[src/rtl/wm_pkg.sv]
package wm_pkg;

    typedef enum logic [1:0] {
        EW_D64 = 2'b00,
        EW_D32 = 2'b01,
        EW_D16 = 2'b10,
        EW_D8  = 2'b11
    } elem_w_e;

    // element index owning byte lane b for a width code, lanes = 2**log2_lanes
    function automatic int unsigned elem_of(int unsigned b, int unsigned code,
                                            int unsigned log2_lanes);
        int unsigned sh;
        sh = (code >= log2_lanes) ? 0 : (log2_lanes - code);
        return b >> sh;
    endfunction

endpackage

[src/rtl/wm_pred_prep.sv]
module wm_pred_prep #(
    parameter int NUM_LANES = 8
) (
    input  logic [NUM_LANES-1:0] pred,
    input  logic                 inv,
    input  logic                 pred_en,
    output logic [NUM_LANES-1:0] eff
);
    always_comb begin
        if (!pred_en) eff = '1;
        else          eff = pred ^ {NUM_LANES{inv}};
    end
endmodule

[src/rtl/wm_lane_expand.sv]
module wm_lane_expand
    import wm_pkg::*;
#(
    parameter int NUM_LANES  = 8,
    parameter int LOG2_LANES = $clog2(NUM_LANES)
) (
    input  logic [NUM_LANES-1:0] eff,
    input  elem_w_e              ew,
    output logic [NUM_LANES-1:0] byte_mask
);
    for (genvar b = 0; b < NUM_LANES; b++) begin : g_lane
        localparam int unsigned E64 = elem_of(b, 0, LOG2_LANES);
        localparam int unsigned E32 = elem_of(b, 1, LOG2_LANES);
        localparam int unsigned E16 = elem_of(b, 2, LOG2_LANES);
        localparam int unsigned E8  = elem_of(b, 3, LOG2_LANES);
        always_comb begin
            unique case (ew)
                EW_D64: byte_mask[b] = eff[E64];
                EW_D32: byte_mask[b] = eff[E32];
                EW_D16: byte_mask[b] = eff[E16];
                EW_D8:  byte_mask[b] = eff[E8];
                default: byte_mask[b] = 1'b0;
            endcase
        end
    end
endmodule

[src/rtl/wm_data_gate.sv]
module wm_data_gate #(
    parameter int NUM_LANES = 8,
    parameter int LANE_W    = 8,
    localparam int DATA_W   = NUM_LANES * LANE_W
) (
    input  logic [DATA_W-1:0]    data_in,
    input  logic [NUM_LANES-1:0] byte_mask,
    input  logic                 valid,
    input  logic                 zero_mode,
    output logic [DATA_W-1:0]    data_out,
    output logic [NUM_LANES-1:0] be_out
);
    for (genvar b = 0; b < NUM_LANES; b++) begin : g_byte
        always_comb begin
            if (zero_mode && !byte_mask[b])
                data_out[b*LANE_W +: LANE_W] = '0;
            else
                data_out[b*LANE_W +: LANE_W] = data_in[b*LANE_W +: LANE_W];
        end
    end

    always_comb begin
        if (!valid)         be_out = '0;
        else if (zero_mode) be_out = '1;
        else                be_out = byte_mask;
    end
endmodule

[src/rtl/lane_wmask_unit.sv]
module lane_wmask_unit
    import wm_pkg::*;
#(
    parameter int NUM_LANES = 8,
    parameter int LANE_W    = 8,
    localparam int DATA_W   = NUM_LANES * LANE_W
) (
    input  logic                 clk,
    input  logic                 rst_n,
    input  logic                 in_valid,
    input  logic [DATA_W-1:0]    in_data,
    input  logic [1:0]           in_ew,
    input  logic [NUM_LANES-1:0] in_pred,
    input  logic                 in_inv,
    input  logic                 in_zero,
    input  logic                 in_pred_en,
    output logic                 out_valid,
    output logic [DATA_W-1:0]    out_data,
    output logic [NUM_LANES-1:0] out_be
);
    logic [NUM_LANES-1:0] eff_pred;
    logic [NUM_LANES-1:0] lane_mask;
    logic [DATA_W-1:0]    gated_data;
    logic [NUM_LANES-1:0] gated_be;
    elem_w_e              ew_sel;

    assign ew_sel = elem_w_e'(in_ew);

    wm_pred_prep #(.NUM_LANES(NUM_LANES)) u_prep (
        .pred    (in_pred),
        .inv     (in_inv),
        .pred_en (in_pred_en),
        .eff     (eff_pred)
    );

    wm_lane_expand #(.NUM_LANES(NUM_LANES)) u_expand (
        .eff       (eff_pred),
        .ew        (ew_sel),
        .byte_mask (lane_mask)
    );

    wm_data_gate #(.NUM_LANES(NUM_LANES), .LANE_W(LANE_W)) u_gate (
        .data_in   (in_data),
        .byte_mask (lane_mask),
        .valid     (in_valid),
        .zero_mode (in_zero),
        .data_out  (gated_data),
        .be_out    (gated_be)
    );

    always_ff @(posedge clk) begin
        if (!rst_n) begin
            out_valid <= 1'b0;
            out_data  <= '0;
            out_be    <= '0;
        end else begin
            out_valid <= in_valid;
            out_data  <= gated_data;
            out_be    <= gated_be;
        end
    end
endmodule

[config.mk]
export PLATFORM = sky130hd
export DESIGN_NAME = lane_wmask_unit
export DESIGN_NICKNAME = d
export VERILOG_FILES = /design/src/rtl/wm_pkg.sv /design/src/rtl/wm_pred_prep.sv /design/src/rtl/wm_lane_expand.sv /design/src/rtl/wm_data_gate.sv /design/src/rtl/lane_wmask_unit.sv
export SDC_FILE = /design/constraint.sdc
export NUM_CORES = 1
export LEC_CHECK = 0
export BUFFER_PORTS_ARGS = -buffer_cell sky130_fd_sc_hd__buf_2
export CAP_MARGIN = 20
export CORE_ASPECT_RATIO = 1.4
export CORE_MARGIN = 3
export CORE_UTILIZATION = 35
export DETAILED_ROUTE_END_ITERATION = 16
export PLACE_DENSITY = 0.74
export SETUP_SLACK_MARGIN = 0.05
export SYNTH_ARGS = -nofsm -noshare
export SYNTH_HDL_FRONTEND = slang
export SYNTH_SLANG_ARGS = --single-unit
[constraint.sdc]
create_clock -name clk -period 1.6 [get_ports clk]
set_input_delay 0.32 -clock clk [delete_from_list [all_inputs] [get_ports clk]]
set_output_delay 0.32 -clock clk [all_outputs]
set_load 0.03 [all_outputs]
==> qor.csv <==
metric,value,unit
min_period,1290,ps
die-width,76.9,um
setup_slack,307,ps
final_area,0.00352,sq mm
yosysMostFrequentCell,dfxtp_1,
die_area,0.00810,sq mm
yosys_warnings,0,
status,"complete, no violations",
end_kind,register,
utilization,52.6,%
gp_congestion,0.784,
h-tree-depth,3,
cts.sinks,73,
setup_violations,0,
fill_cells,641,
numCtsBuffers,9,
min_path_type,input port to register,
grt_pass1_vias,2242,
slew_headroom,59.0,%
grt_usage,15.8,%
area_growth_syn_to_layout,42.9,%
critPathMaxStageDelay,470,ps
pin_count,153,
placed_area,0.00334,sq mm
cp.required,1870,ps
cts_root_buffer,clkbuf_8,
regArea,0.00146,sq mm
postSynthCellCount,247,
stdcell_count,505,
arrival,1560,ps
tritoncts,done,
drt-total-wl,6290,um
worstPathMaxFanout,16,
slowest_stage,a211o_1,
holdBufCountCts,0,
path_class,input port to register,
path_buf_inv,1,
viasPerCell,4.44,
hold_viol,0,
cts.repair.resized,0,
maxCapViolCount,0,
grt_max_degree,23,
core_region_area,0.00670,sq mm
multiInputGateArea,912,sq um
path_cells,"buf_2, mux2i_1, xor2_1, a211o_1, a21boi_0",
synth_edf_count,0,
fp.dieH,105,um
route.detailed.drc,0,
max_freq,773,MHz
hpwlAfterDp,4920,um
antenna_found_initial,0,
clkSlewWorstSetupHoldPaths,90,ps
maxSlewViolCount,0,
finalNetCount,488,
io_buffers,152,
cp-start-kind,input port,
clk_path_buf_depth,2,
yosysTopAreaCell,dfxtp_1,
synth_commonest_cells,"73 x dfxtp_1, 36 x nand2_1, 29 x a21oi_1",
rsz0062_at_grt,false,
num_vias,2244,
dr.pass1.iters,4,
place_ws,-56.7,ps
ys_types,34,
ys_seq_elements,73,
grt_pass1_wl,10000,um
grt.overflow.total,0,
synth.top_cells.by_area,"dfxtp_1 59%, a21oi_1 5.9%, nand2_1 5.5%, a21boi_0 4.3%, xnor2_1 3.2%",
wl_per_cell,12.4,um
p_total,4.07,mW
leakagePower,1.83,nW
drive_gt1_share,45.3,%
async_reset_ff_share,0,%
antenna_cells,0,
drtAntennaViolNets,0,
finalCritPeriodShare,80.8,%
powerDensity,1160,mW/mm^2
worst_path_dominant_cell_family,compound AO/OA/AOI/OAI gates,
drtIter0Drc,39,
ys_seq_area_share,59.3,%
syn-num-nets,327,
placed_cells,489,
yosysTopAreaCellShare,59.3,%
rows,35,
start_util,36.8,%
irDropWorstVdd,0.530,mV
syn_avg_cell_area,9.98,sq um
syn_area,0.00247,sq mm
cts_setup_buffers,0,
ys.flop_type,dfxtp_1,
tightest_slew,615,ps
final cells by class:
| cell class | instances | share of cell area [%] |
|---|---|---|
| Timing Repair Buffer | 162 | 23.7 |
| Multi-Input combinational cell | 158 | 25.9 |
| Clock inverter | 7 | 1.74 |
| Clock buffer | 9 | 3.51 |
| Tap cell | 92 | 3.27 |
| Inverter | 4 | 0.426 |
| Sequential cell | 73 | 41.5 |
registers in the layout, indices dropped and copies added (netlist names):
register,cells
out_valid,1
out_data,64
out_be,8
routing by layer:
metal	track usage (%)	vias to the layer above	wire (um)
met5	0	-	0
met4	8.29	0	133
met3	6.75	12	581
met2	28.2	103	3230
met1	15.3	987	2350
li1	-	1142	-
kinds of logic (layout without fill, tap and decap cells):
kind of cell	Yosys count	after routing	share of synthesized area, %
flip-flops	73	73	59.3
multiplexers	1	1	0.406
buffers and inverters	16	182	3.75
AND/OR/NAND/NOR	85	85	15.8
AO/OA/AOI/OAI	61	61	16.5
XOR/XNOR	11	11	4.21
report_power, final:
part | internal [mW] | switching (mW) | total (mW) | leakage, nW
sequential | 1.94 | 0.0264 | 1.96 | 0.606
clock | 0.588 | 0.743 | 1.33 | 0.0884
combinational | 0.271 | 0.505 | 0.776 | 1.13
metrics by stage:
stage / hold slack (ps) / setup TNS, ps
after global placement: 524 / -45.3
after global routing: 145 / 0
after CTS: 139 / 0
after floorplan: 442 / 0
after detailed placement: 523 / -463
final: 160 / 0
path summary, 6_finish.rpt:
kind / start / endpoint / slack [ps] / cells past startpoint
setup / recovery: in_ew[1] / out_data[25] / 310 / 5
hold / removal: in_data[0] / out_data[0] / 160 / 2
cells in the final DEF (no fill, tap or decap), types with 3 or more instances in the layout:
master	count
nor2_1	20
buf_4	10
a31oi_1	3
a21boi_0	14
and2_1	11
a21oi_1	29
dfxtp_1	73
clkbuf_8	9
xnor2_1	9
nand3_1	4
buf_2	152
inv_1	4
a21boi_1	3
nand2_1	36
and3_1	9
Note: power is estimated with default switching activity, not from simulation.
